$ cat config.mk
export PLATFORM = sky130hd
export DESIGN_NAME = up_timer16
export DESIGN_NICKNAME = d
export VERILOG_FILES = /design/src/rtl/up_timer16.sv
export SDC_FILE = /design/constraint.sdc
export NUM_CORES = 1
export LEC_CHECK = 0
export BUFFER_PORTS_ARGS = -buffer_cell sky130_fd_sc_hd__buf_4
export CORE_MARGIN = 10
export CORE_UTILIZATION = 30
export DETAILED_ROUTE_END_ITERATION = 7
export PLACE_DENSITY = 0.44
export RECOVER_POWER = 25
export SYNTH_ARGS = -nofsm -noshare
export SYNTH_HDL_FRONTEND = slang
export SYNTH_SLANG_ARGS = --single-unit
$ cat constraint.sdc
create_clock -name clk -period 3.19 [get_ports clk]
set_input_delay 0.1595 -clock clk [delete_from_list [all_inputs] [get_ports clk]]
set_output_delay 0.1595 -clock clk [all_outputs]
set_load 0.01 [all_outputs]
$ cat src/rtl/up_timer16.sv
module up_timer16 #(
  parameter int          CW       = 16,
  parameter int          AW       = 8,
  parameter logic [AW-1:0] OFS_CTL_HI = 8'h84,
  parameter logic [AW-1:0] OFS_CTL_LO = 8'h85,
  parameter logic [AW-1:0] OFS_CNT    = 8'hA4,
  parameter logic [AW-1:0] OFS_MODA   = 8'hB4,
  parameter logic [AW-1:0] OFS_MODB   = 8'hB5,
  parameter logic [AW-1:0] OFS_CMPA   = 8'hC4,
  parameter logic [AW-1:0] OFS_CMPB   = 8'hD4
) (
  input  logic          clk,
  input  logic          rst_n,
  input  logic          tick,
  input  logic          acc_wr,
  input  logic          acc_rd,
  input  logic [AW-1:0] acc_addr,
  input  logic          acc_wide,
  input  logic [CW-1:0] acc_wdata,
  output logic [CW-1:0] acc_rdata,
  output logic          acc_err,
  output logic          period_pulse,
  output logic          cmpa_hit,
  output logic          cmpb_hit
);
  localparam int          BW      = CW / 2;
  localparam logic [BW-1:0] HI_RSV = 8'h2C;
  localparam logic [BW-1:0] LO_RSV = 8'h07;
  localparam int          RUN_BIT  = 7;
  localparam int          LOAD_BIT = 6;

  logic [BW-1:0] ctl_hi, ctl_lo, mod_a, mod_b;
  logic [CW-1:0] cmp_a, cmp_b, cnt;
  logic [CW:0]   nxt;
  logic          run, wr_bad, rd_bad;
  logic [BW-1:0] hi_byte, lo_byte;

  assign run     = ctl_lo[RUN_BIT] && (cmp_a != '0);
  assign nxt     = {1'b0, cnt} + 1'b1;
  assign hi_byte = acc_wide ? acc_wdata[CW-1:BW] : acc_wdata[BW-1:0];
  assign lo_byte = acc_wdata[BW-1:0];

  function automatic logic lo_ok(input logic [BW-1:0] v);
    return !(v[RUN_BIT] && v[LOAD_BIT]) && ((v & LO_RSV) == '0);
  endfunction

  always_comb begin
    wr_bad = 1'b0;
    case (acc_addr)
      OFS_CTL_HI: wr_bad = ((hi_byte & HI_RSV) != '0) || (acc_wide && !lo_ok(lo_byte));
      OFS_CTL_LO: wr_bad = acc_wide || !lo_ok(lo_byte);
      OFS_MODA, OFS_MODB: wr_bad = acc_wide;
      OFS_CMPA, OFS_CMPB: wr_bad = 1'b0;
      default: wr_bad = 1'b1;
    endcase
  end

  always_comb begin
    rd_bad    = 1'b0;
    acc_rdata = '0;
    case (acc_addr)
      OFS_CTL_HI: acc_rdata = acc_wide ? {ctl_hi, ctl_lo} : {{BW{1'b0}}, ctl_hi};
      OFS_CTL_LO: begin rd_bad = acc_wide; acc_rdata = {{BW{1'b0}}, ctl_lo}; end
      OFS_CNT:    acc_rdata = acc_wide ? cnt : {{BW{1'b0}}, cnt[BW-1:0]};
      OFS_MODA:   begin rd_bad = acc_wide; acc_rdata = {{BW{1'b0}}, mod_a}; end
      OFS_MODB:   begin rd_bad = acc_wide; acc_rdata = {{BW{1'b0}}, mod_b}; end
      OFS_CMPA:   acc_rdata = acc_wide ? cmp_a : {{BW{1'b0}}, cmp_a[BW-1:0]};
      OFS_CMPB:   acc_rdata = acc_wide ? cmp_b : {{BW{1'b0}}, cmp_b[BW-1:0]};
      default:    rd_bad = 1'b1;
    endcase
  end

  always_ff @(posedge clk or negedge rst_n) begin
    if (!rst_n) begin
      ctl_hi <= '0; ctl_lo <= '0; mod_a <= '0; mod_b <= '0;
      cmp_a <= '0; cmp_b <= '0; acc_err <= 1'b0;
    end else begin
      acc_err <= (acc_wr && wr_bad) || (acc_rd && rd_bad);
      if (acc_wr && !wr_bad) begin
        case (acc_addr)
          OFS_CTL_HI: begin
            ctl_hi <= hi_byte;
            if (acc_wide) ctl_lo <= lo_byte;
          end
          OFS_CTL_LO: ctl_lo <= lo_byte;
          OFS_MODA:   mod_a <= lo_byte;
          OFS_MODB:   mod_b <= lo_byte;
          OFS_CMPA:   cmp_a <= acc_wide ? acc_wdata : {{BW{1'b0}}, lo_byte};
          OFS_CMPB:   cmp_b <= acc_wide ? acc_wdata : {{BW{1'b0}}, lo_byte};
          default: ;
        endcase
      end
    end
  end

  always_ff @(posedge clk or negedge rst_n) begin
    if (!rst_n) begin
      cnt <= '0; period_pulse <= 1'b0; cmpa_hit <= 1'b0; cmpb_hit <= 1'b0;
    end else begin
      period_pulse <= 1'b0;
      cmpa_hit     <= 1'b0;
      cmpb_hit     <= 1'b0;
      if (!run) begin
        cnt <= '0;
      end else if (tick) begin
        if (nxt >= {1'b0, cmp_a}) begin
          cnt          <= '0;
          period_pulse <= 1'b1;
          cmpa_hit     <= 1'b1;
          cmpb_hit     <= (cmp_b == '0);
        end else begin
          cnt      <= nxt[CW-1:0];
          cmpb_hit <= (nxt[CW-1:0] == cmp_b);
        end
      end
    end
  end

  p_stop_clears_r10: assert property (@(posedge clk) disable iff (!rst_n)
    !run |=> (cnt == '0));
  p_wrap_zero_r7: assert property (@(posedge clk) disable iff (!rst_n)
    period_pulse |-> (cnt == '0 && cmpa_hit));
  p_step_one_r7: assert property (@(posedge clk) disable iff (!rst_n)
    (run && tick) |=> (cnt == $past(cnt) + 1'b1 || cnt == '0));
  p_hold_idle_r12: assert property (@(posedge clk) disable iff (!rst_n)
    (run && !tick) |=> (cnt == $past(cnt) || cnt == '0));
  p_b_value_r8: assert property (@(posedge clk) disable iff (!rst_n)
    (cmpb_hit && $stable(cmp_b)) |-> (cnt == cmp_b));
  p_no_pulse_idle_r9: assert property (@(posedge clk) disable iff (!rst_n)
    !run |=> !period_pulse && !cmpa_hit && !cmpb_hit);
endmodule

**Word-level counts from Yosys, hierarchy flattened**

Index checks and enable logic that the tools add are counted.

- Register bits after elaboration: 83
- Output and inout port bits: 20
- ROM bits: 0
- Bits of input ports: 30
- Memory bits (writable): 0
- Memories: 0
- Bits in latches: 0
- Word-level logic and storage cells: 70

- Reduce and logical (&&, ||, !) cells: 28
- Multipliers: 0
- Div/mod/pow operators: 0
- Equality and inequality tests: 10
- Add/sub/neg operators: 1
- Mux-type cells: 20
- Shift-type cells: 0
- $lt $le $gt $ge: 1
- Bitwise logic cells: 0

Operator list:

| operator | count |
|---|---|
| two-way mux 16 bit | 8 |
| one-hot mux 16 bit (7 select lines) | 1 |
| equality test 8 bit, second input constant | 7 |
| adder 16 x 1 -> 17 bit, second input constant | 1 |
| greater-or-equal comparator 17 x 16 -> 1 bit | 1 |
| equality test 16 bit | 1 |
| logical NOT 16 bit | 1 |
| two-way mux 8 bit | 2 |
| one-hot mux 8 bit (2 select lines) | 1 |
| nonzero test 16 bit | 1 |
| AND reduction 2 bit | 5 |
| logical NOT 8 bit | 1 |
| nonzero test 8 bit | 1 |
| logical AND 1 bit | 7 |
| two-way mux 1 bit | 6 |
| inequality test 2 bit, second input constant | 2 |
| one-hot mux 1 bit (4 select lines) | 1 |
| OR reduction 2 bit | 2 |
| OR reduction 4 bit | 1 |
| logical NOT 1 bit | 3 |
| logical OR 1 bit | 3 |
| AND reduction 3 bit | 1 |
| OR reduction 3 bit | 1 |
| one-hot mux 1 bit (2 select lines) | 1 |
| nonzero test 2 bit | 1 |

**Longest topological paths before layout**

Gate-level depths: netlist (run 1).

- Depth after elaboration: 10
- Mapped depth: 15
- Depth with buffers taken out: 13

**Least setup slack after synthesis (run 1)**

OpenSTA, ideal clock, no wires.

- Path type: register -> register
- Start point: register cnt[0]
- End point: register cnt[7]
- Setup time: 64 ps
- Arrival time: 3371 ps
- Setup slack: -245 ps
- Clock period less this slack: 3435 ps
- Path buffers: 1
- Required time: 3126 ps
- Cell stages (with the launch flop): 14
- Cell sequence: dfrtp_1 > ha_1 > nand4_1 > or4_1 > xnor2_1 > ha_1 > o21a_1 > o21ai_0 > nor3b_1 > nor4_2 > nand2_1 > buf_2 > nor4_1 > a21o_1

- Word-level cells in the longest chain between the ends: 5

RTL lines:

| element | line | text |
|---|---|---|
| from (decl) | 33 | `logic [CW-1:0] cmp_a, cmp_b, cnt;` |
| from (signal assigned) | 112 | `cnt <= nxt[CW-1:0];` |
| adder 16 x 1 -> 17 bit * | 39 | `assign nxt = {1'b0, cnt} + 1'b1;` |
| greater-or-equal comparator 17 x 16 -> 1 bit | 106 | `if (nxt >= {1'b0, cmp_a}) begin` |
| two-way mux 16 bit * | 106 |  |
| two-way mux 16 bit * | 105 | `end else if (tick) begin` |
| two-way mux 16 bit * | 103 | `if (!run) begin` |

Mark *: on every way between the ends. The rest lies on a longest branch, timed or not. The select of a mux whose other input is x is not followed.
A chain may end at the register's enable or synchronous reset.

**Worst setup path in the final report (run 1)**

- Start point: register cnt[0]
- End point: register cnt[2]

The elaborated chain is that of the path after synthesis.

==> results.md, run 1 <==
- Result of the run: finished, final reports clean
- Syn Nets: 585
- Reported net switching power: 530 uW
- Clock network latency to the later pin of the worst-skew pair: 0.35 ns
- Crit path kind: reg2reg
- Synth async-reset ratio: 100%
- Syn_area_per_cell: 9.75 um2
- CTS Root Cell: clkbuf_16
- Most frequent cell after synthesis: dfrtp_1
- P&R area growth vs syn: 23.1%
- Internal Power: 1940 uW
- All-Layer GR Usage: 15.9%
- CTS H-Tree Depth: 3
- GRT busiest layer: met2
- Area of the multi-input gates: 3020 um2
- Worst Tran Pin Value: 1.48 ns
- Pre-antenna DRT Iters: 6
- Layout Nets: 645
- Layout fillers: 1772
- Post-synthesis sequential area ratio: 39.6%
- RSZ-0062 raised after global routing: yes
- Final period util: 96.9%
- Worst Hold Depth: 3
- Routed vias: 4563
- Post CTS Setup Buffer Count: 0
- Clk slew on worst S/H paths: 0.07 ns
- Die H: 152 um
- Antenna violations before repair: 0
- First-pass GRT wire length: 29.0 mm
- Remaining antenna violation count: 0
- Logic pwr share: 4.7%
- GRT overflow: 0
- R2r worst-path depth: 12
- Mapped Area: 5250 um2
- Die ar.: 23200 um2
- Worst IR Drop VDD: 0.293 mV
- Synth unique cells: 67
- HPWL Detailed: 14.4 mm
- Routed length per instance: 22.6 um
- DRT Wirelength: 18.7 mm
- Port buffer count: 49
- Worst hold-check path type: in2reg
- Maximum root-to-sink buffer count: 2
- Fin. Hold Viols: 0
- Synth top cells by count: dfrtp_1, nand2_1, mux2_2
- Max-slew violations: 0
- Met1 track demand over resource: 19.9%
- ANT cells: 0
- Met2 GRT Util: 26.4%
- M3 GR Usage: 4.01%
- Cell Rows: 48
- Hold Startpoint: acc_rd
- Vias in the first global route: 4750
- Ys flop type: dfrtp_1
- CP Capture Type: flip-flop
- Design Area, Final: 6460 um2
- Worst r2r dst: cnt[2]$_DFFE_PN0P_
- Leakage: 0.00295 uW
- Largest cells by area after synthesis: dfrtp_1, mux2_2, nand2_1
- Pwr dens: 383 nW/um2
- Inst Count DP: 811
- Final setup vio count: 0
- DRC Markers: 0
- Max Cap Violations: 0
- EDFF count, synth: 0
- Crit path DAT: 3.39 ns
- I/O pins: 50
- Layout cells sized above 1: 29.5%
- Yosys top cell by area: dfrtp_1
- Vias per cell: 5.51
- Clock share of power: 52.7%
- R2r startpoint: cnt[0]$_DFFE_PN0P_
- Number of synthesized register bits: 83
- Startpoint Class: flip-flop
- Sequential cell area: 2080 um2
- TritonCTS Sinks: 83
- Share of the synthesized area in the top cell type: 39.6%
- Req. time, crit path: 3.49 ns
- Cell count after synthesis: 538
- Hold Path Sink: acc_err$_DFF_PN0_
- Seq pwr share: 42.7%
- Starting Density: 30.4%
- Cts bufs inserted: 9
- Post-Layout Cell Count: 828
- GP Congestion: 0.900
- Core area: 17200 um2
- CTS tree: done
- Post-DP Area: 6060 um2
- Worst Skew: 0.00637 ns
- Max_slew headroom: 1.59%
- Fmax: 323 MHz
- YS warnings: 0
- Largest net degree at the start of global routing: 58
- Sw Share: 21.4%
- Crit-path max FO: 16
- Initial DRC count: 473
- Flop2flop setup slack: 0.1 ns
- Crit path time final: 3.09 ns
- Die X: 152 um
-- stage by stage --
stage | util [%] | setup TNS (ns) | total power, uW | hold slack [ns] | worst slack (ns)
2_1_floorplan | - | 0 | 1110 | -0.136 | 0.0499
3_3_place_gp | 35.2 | 0 | 1190 | 0.277 | 0.0363
3_5_place_dp | 35.2 | 0 | 1190 | 0.287 | 0.0339
4_1_cts | 37.4 | 0 | 2500 | 0.00857 | 0.0207
5_1_grt | 37.5 | -0.405 | 2550 | 0.0312 | -0.0663
6_report | 37.5 | 0 | 2470 | 0.0193 | 0.0988
-- cells in the final DEF (no fill, tap or decap), types with 4 or more instances in the layout --
cell type / Yosys / routed
xnor2_1: 12 / 11
inv_1: 23 / 23
nand3_1: 11 / 10
dfrtp_1: 83 / 81
nor2_1: 20 / 20
a32o_1: 6 / 6
ha_1: 17 / 16
nor4_1: 12 / 11
mux2_2: 46 / 46
and4_1: 4 / 4
a21o_1: 9 / 9
clkbuf_1: 20 / 5
a22oi_1: 4 / 4
a21oi_1: 21 / 21
bufinv_16: 0 / 4
clkbuf_16: 0 / 9
o21ai_0: 30 / 29
xor2_1: 11 / 11
nand2_1: 63 / 62
nor3_1: 12 / 10
a222oi_1: 19 / 19
and2_1: 18 / 18
o21bai_1: 4 / 4
nand4_1: 5 / 5
mux2_4: 10 / 10
or2_2: 5 / 4
buf_4: 1 / 78
-- how the worst max path moves through the flow --
stage	start	endpoint	slack (ns)
floorplan	cnt[7]$_DFFE_PN0P_	cnt[7]$_DFFE_PN0P_	0.05
global placement	cnt[1]$_DFFE_PN0P_	cnt[2]$_DFFE_PN0P_	0.04
detailed placement	cnt[1]$_DFFE_PN0P_	cnt[6]$_DFFE_PN0P_	0.03
CTS	cnt[1]$_DFFE_PN0P_	cnt[6]$_DFFE_PN0P_	0.02
global route	cnt[0]$_DFFE_PN0P_	cnt[8]$_DFFE_PN0P_	-0.07
finish	cnt[0]$_DFFE_PN0P_	cnt[2]$_DFFE_PN0P_	0.1
-- cells by family after synthesis --
family | share of synthesized area, %
adders and majority gates | 4.24
xor gates and xnor gates | 3.84
muxes | 12.7
DFF | 39.6
AOI/OAI and AO/OA | 16.8
and+or+nand+nor | 17.8
buffers and inverters | 4.98
-- final cells by class --
class	instances	area share, %
clock buffers	10	3.55
clock inverters	6	2.11
inverters	23	1.34
multi-input cells	396	46.7
flip-flops and latches	83	32.2
well taps	225	4.36
repair buffers	85	9.71
-- power by group through the flow --
stage | Clock, uW | Sequential, uW | Combinational [uW]
final | 1300 | 1060 | 115
after global routing | 1370 | 1050 | 127
after CTS | 1330 | 1060 | 118
after detailed placement | 0 | 1080 | 117
after global placement | 0 | 1080 | 115
after floorplan | 0 | 1080 | 34.9
-- routing by layer --
| metal | routed length (um) | vias to the layer above |
|---|---|---|
| met2 | 9000 | 121 |
| met5 | 0 | - |
| met1 | 8310 | 2317 |
| met3 | 1100 | 18 |
| met4 | 271 | 0 |
| li1 | - | 2107 |
-- flip-flops by register name (all words and copies together), names as in the netlist, 8 cells and up --
name	count
cmp_a	16
ctl_hi	8
mod_a	8
cmp_b	16
cnt	16
mod_b	8
ctl_lo	8
-- worst max-delay path: stages, from the launching register on --
cell     delay (ns)
dfrtp_2        0.42
nand2_2        0.11
or2_4          0.34
or4_4          0.56
nand2_1        0.14
ha_1           0.26
and4_1         0.16
nor3b_2        0.18
nor4_4         0.30
nand2_1        0.11
buf_6          0.17
nor3b_1        0.18
a21o_1         0.10
-- what timing repair did --
| action | 4_1_cts | 5_1_grt |
|---|---|---|
| setup endpoints to repair | 0 | 17 |
| hold buffers | 1 | 0 |
| gates resized for setup | 0 | 8 |
| hold endpoints to repair | 55 | 0 |
No activity file was read; power rests on OpenSTA's default activity.
==> inputs of run 2 (changes only) <==
- HOLD_SLACK_MARGIN: default -> 0.12
- MAX_ROUTING_LAYER: default -> met4
==> run 2 against run 1 <==
The run now ends with max-capacitance violations, max-slew violations left. Non-clock buffer count up 9. Final cell count increased by 1.1%. Combinational power about the same. Final area rose by 1.9%. Register-to-register slack worse by 0.06 ns. Critical path depth grew 1. Setup slack worse by 0.065 ns. Worst hold slack better by 0.12 ns. Critical endpoint is now cnt[6]$_DFFE_PN0P_.
==> results.md, run 2 (synthesis gave the netlist of run 1 again) <==
- CTS Root Cell: clkbuf_16
- First-pass GRT wire length: 28.9 mm
- GRT overflow: 0
- Die ar.: 23200 um2
- Clk slew on worst S/H paths: 0.06 ns
- Worst Hold Depth: 2
- Clock network latency to the later pin of the worst-skew pair: 0.35 ns
- Starting Density: 30.4%
- Final setup vio count: 0
- Hold Startpoint: acc_wdata[4]
- Core area: 17200 um2
- Fin. Hold Viols: 0
- Crit path kind: reg2reg
- Flop2flop setup slack: 0.03 ns
- Layout cells sized above 1: 31.5%
- Commonest non-fill, non-tap cell in the layout: buf_4
- CP max stage cell: or4_4
- Pre-antenna DRT Iters: 6
- Die H: 152 um
- Max Cap Violations: 1
- Startpoint Class: flip-flop
- CTS tree: done
- CTS H-Tree Depth: 3
- Vias per cell: 5.53
- Total Power: 2390 uW
- R2r worst-path depth: 13
- Max_slew headroom: -7.50%
- Max-slew violations: 62
- Final core occ: 38.2%
- Layout fillers: 1730
- Initial DRC count: 463
- Cell Rows: 48
- Failing checks: max-capacitance violations, max-slew violations
- Remaining antenna violation count: 0
- Fmax: 317 MHz
- Hold Path Sink: mod_b[4]$_DFFE_PN0P_
- Largest net degree at the start of global routing: 62
- CP Capture Type: flip-flop
- Result of the run: complete, but fails checks
- Antenna violations before repair: 0
- Most frequent cells in the layout: buf_4, dfrtp_1, nand2_1
- I/O pins: 50
- TritonCTS Sinks: 83
- Largest regs: cmp_a (16), cmp_b (16), cnt (16)
- Post-Layout Cell Count: 837
- Fin worst setup slack: 0.0342 ns
- GP Congestion: 0.927
- All-Layer GR Usage: 16.3%
- Maximum root-to-sink buffer count: 2
- Inst Count DP: 811
- Worst Skew: 0.00979 ns
- Leakage: 0.00300 uW
- Most frequent cell on the critical path: nand2_1
- Routed vias: 4632
- Final period util: 98.9%
- P&R area growth vs syn: 25.4%
- CP max stage delay: 0.60 ns
- Routed length per instance: 22.4 um
- Crit path from: cnt[1]$_DFFE_PN0P_
- HPWL Detailed: 14.4 mm
- ANT cells: 0
- Worst Tran Pin Value: 1.61 ns
- Worst IR Drop VDD: 0.368 mV
- Pwr dens: 363 nW/um2
- R2r startpoint: cnt[1]$_DFFE_PN0P_
- Layout Nets: 654
- Worst hold-check path type: in2reg
- Req. time, crit path: 3.48 ns
- Crit path cell chain: ha_4 -> nand4_1 -> or4_4 -> xnor2_2 -> ha_1 -> a211oi_2 -> o211a_1 -> o211ai_1 -> nand2_1 -> nand2_1 -> buf_8 -> nor3_1 -> a211o_1
- DRC Markers: 0
- Pre-CTS worst setup slack: -0.0508 ns
- Fin Setup TNS: 0 ns
- Cts bufs inserted: 9
- Port buffer count: 49
- Crit path time final: 3.16 ns
- Worst r2r dst: cnt[6]$_DFFE_PN0P_
- Die X: 152 um
- Crit-path max FO: 16
- Crit path DAT: 3.44 ns
- RSZ-0062 raised after global routing: yes
- DRT Wirelength: 18.7 mm
- Vias in the first global route: 4673
run 2: changes by cell type in the layout (fill, tap and decap cells not counted), moves of 2 or more:
cell,before,now
xnor2_1,11,9
xor2_1,11,9
buf_4,78,83
xnor2_2,1,3
xor2_2,0,2
dlygate4sd3_1,1,5
run 2: area by class of cell:
cell class / count / area, um2 / area share (%)
Inverter: 23 / 86.3 / 1.31
Multi-Input combinational cell: 396 / 3090 / 46.9
Timing Repair Buffer: 94 / 708 / 10.8
Clock inverter: 6 / 111 / 1.69
Tap cell: 225 / 282 / 4.28
Sequential cell: 83 / 2080 / 31.6
Clock buffer: 10 / 229 / 3.48
run 2: per-stage QoR:
| stage | hold WS, ns | area (um2) |
|---|---|---|
| after floorplan | -0.136 | 5340 |
| after global placement | 0.306 | 6060 |
| after detailed placement | 0.316 | 6060 |
| after CTS | 0.122 | 6480 |
| after global routing | 0.131 | 6580 |
| final | 0.141 | 6580 |
run 2: critical path: cells and delay by family (launching register included):
family | cells | cell delay (ns)
AO/OA/AOI/OAI | 4 | 0.77
XOR/XNOR | 1 | 0.16
adder cells (fa/ha/maj) | 2 | 0.49
buffers and inverters | 1 | 0.17
flip-flops | 1 | 0.41
AND/OR/NAND/NOR | 5 | 1.08
run 2: worst max path at each step:
stage	cells past startpoint	endpoint
3_5_place_dp	15	cnt[6]$_DFFE_PN0P_
6_report	13	cnt[6]$_DFFE_PN0P_
5_1_grt	13	cnt[6]$_DFFE_PN0P_
2_1_floorplan	13	cnt[7]$_DFFE_PN0P_
3_3_place_gp	15	cnt[6]$_DFFE_PN0P_
4_1_cts	15	cnt[6]$_DFFE_PN0P_
run 2: per-layer routing:
metal / vias up / routed length, um / GRT usage (%)
met5: - / 0 / -
met1: 2334 / 8520 / 21.1
met2: 153 / 8800 / 25.5
met4: 0 / 340 / 4.40
li1: 2123 / - / -
met3: 22 / 1040 / 3.33
run 2: what timing repair did:
item | CTS | global route
setup buffers | 0 | 5
hold buffers | 5 | 0
pin swaps | 0 | 9
resized for setup | 4 | 18
endpoints found under the setup margin | 5 | 13
endpoints found under the hold margin | 71 | 0
run 2: report_power, final:
part	switching (uW)	total [uW]	internal [uW]
logic	73.9	118	43.9
clock network	450	1220	767
registers	1.47	1060	1050
==> inputs of run 3 (changes only) <==
- GPL_TIMING_DRIVEN: default -> 0
==> run 3 against run 2 <==
The run ends with max-capacitance violations, max-slew violations, negative setup slack left. Die area unchanged. Setup slack worse by 0.042 ns. Register-to-register slack worse by 0.04 ns. Maximum frequency decreased by 1.3%. Clock-buffer cell count is the same. Sequential cell count unchanged. Critical endpoint unchanged. Largest cell class unchanged. Highest routed layer unchanged.
==> results.md, run 3 (synthesis gave the netlist of run 1 again) <==
- Max-slew violations: 84
- Pre-antenna DRT Iters: 7
- Fin. Hold Viols: 0
- Die H: 152 um
- Flop2flop setup slack: -0.008 ns
- RSZ-0062 raised after global routing: yes
- Failing checks: max-capacitance violations, max-slew violations, negative setup slack
- Worst setup path end: cnt[6]$_DFFE_PN0P_
- Remaining antenna violation count: 0
- ANT cells: 0
- Fin worst setup slack: -0.00813 ns
- Crit path DAT: 3.44 ns
- Req. time, crit path: 3.43 ns
- Worst r2r dst: cnt[6]$_DFFE_PN0P_
- Crit-path max FO: 5
- Cell Rows: 48
- Total Power: 2240 uW
- DRC Markers: 0
- R2r worst-path depth: 15
- Die X: 152 um
- P&R area growth vs syn: 29.9%
- Pre-CTS worst setup slack: -0.947 ns
- GP Congestion: 0.896
- I/O pins: 50
- CTS Root Cell: clkbuf_16
- Worst Tran Pin Value: 2.15 ns
- Die ar.: 23200 um2
- Largest net degree at the start of global routing: 84
- Layout fillers: 1724
- Pwr dens: 329 nW/um2
- Crit path cell chain: ha_4 -> nand4_1 -> or4_4 -> xnor2_4 -> ha_4 -> o21a_1 -> o21ai_4 -> buf_4 -> buf_4 -> a21oi_2 -> nand2_2 -> nand2_4 -> clkbuf_16 -> nor2_2 -> a211o_1
- Worst hold-check path type: in2reg
- CTS H-Tree Depth: 3
- Vias per cell: 5.45
- First-pass GRT wire length: 28.4 mm
- Post-Layout Cell Count: 862
- Port buffer count: 47
- Worst Skew: 0.0124 ns
- Fmax: 313 MHz
- Layout cells sized above 1: 33.9%
- Crit path from: cnt[0]$_DFFE_PN0P_
- All-Layer GR Usage: 16.1%
- Inst Count DP: 810
- Max Cap Violations: 1
- DRT Wirelength: 18.9 mm
- Vias in the first global route: 4673
- CP max stage delay: 0.53 ns
- CP max stage cell: or4_4
- Leakage: 0.00312 uW
- Clock network latency to the later pin of the worst-skew pair: 0.35 ns
- Core area: 17200 um2
- Routed length per instance: 22.0 um
- Commonest non-fill, non-tap cell in the layout: dfrtp_1
- CTS tree: done
- Worst IR Drop VDD: 0.257 mV
- HPWL Detailed: 13.9 mm
- Antenna violations before repair: 0
- Result of the run: complete, but fails checks
- Final period util: 100%
- Crit path time final: 3.20 ns
- Cts bufs inserted: 9
- Startpoint Class: flip-flop
- CP Capture Type: flip-flop
- Post-DP Area: 5980 um2
- Final setup vio count: 1
- Area of the multi-input gates: 3180 um2
- R2r startpoint: cnt[0]$_DFFE_PN0P_
- Largest regs: cmp_a (16), cmp_b (16), cnt (16)
- Layout Nets: 679
- Clk slew on worst S/H paths: 0.07 ns
- Crit path kind: reg2reg
- Starting Density: 30.4%
- TritonCTS Sinks: 83
- Max_slew headroom: -43.2%
- Design Area, Final: 6820 um2
- Sequential cell area: 2080 um2
- Maximum root-to-sink buffer count: 2
- Initial DRC count: 431
- Most frequent cells in the layout: dfrtp_1, buf_4, nand2_1
- GRT overflow: 0
- Routed vias: 4702
==> run 3: how the worst min path moves through the flow <==
stage	startpoint	to	slack, ns	cells after the start
floorplan	rst_n	acc_err$_DFF_PN0_	-0.14	0
global placement	acc_rd	acc_err$_DFF_PN0_	0.38	3
detailed placement	acc_rd	acc_err$_DFF_PN0_	0.38	3
CTS	acc_wdata[4]	ctl_lo[4]$_DFFE_PN0P_	0.13	2
global route	acc_wdata[4]	mod_a[4]$_DFFE_PN0P_	0.13	2
finish	acc_wdata[4]	ctl_lo[4]$_DFFE_PN0P_	0.13	2
==> run 3: power breakdown <==
group / switching (uW) / internal [uW]
clock: 459 / 609
sequential: 1.53 / 1050
combinational: 74.1 / 43.6
==> run 3: stage by stage <==
step                hold WS [ns]  utilization (%)  setup TNS (ns)
floorplan                 -0.136                -               0
global placement           0.384             34.7          -10.66
detailed placement         0.380             34.7          -11.66
CTS                        0.125             37.9               0
global route               0.130             39.6          -0.250
finish                     0.131             39.6        -0.00813
==> run 3: metal layers <==
layer	GRT usage (%)	vias to the layer above	share of wire, %
li1	-	2182	-
met1	20.1	2333	45
met3	4.35	24	6.6
met4	3.81	0	1.6
met5	-	-	0
met2	25.3	163	47
==> run 3: layout make-up <==
cell class / instances / area share [%]
repair buffers: 85 / 9.69
clock buffers: 10 / 3.36
clock inverters: 6 / 0.954
well taps: 225 / 4.13
plain buffers: 34 / 3.34
multi-input cells: 396 / 46.7
inverters: 23 / 1.27
flip-flops and latches: 83 / 30.6
==> run 3: repair_timing <==
action	4_1_cts	5_1_grt
setup endpoints to repair	18	17
hold endpoints to repair	90	0
gates resized for setup	21	37
setup buffers	18	13
gates cloned	0	1
pin swaps	8	14
hold buffers	6	0
==> run 3: worst max-delay path, delay by kind of cell, from the launching register on <==
family,cells,cell delay (ns)
xor+xnor,1,0.17
flops,1,0.43
fa+ha+maj,2,0.47
buf+inv,3,0.42
simple gates,5,0.99
compound gates,4,0.61
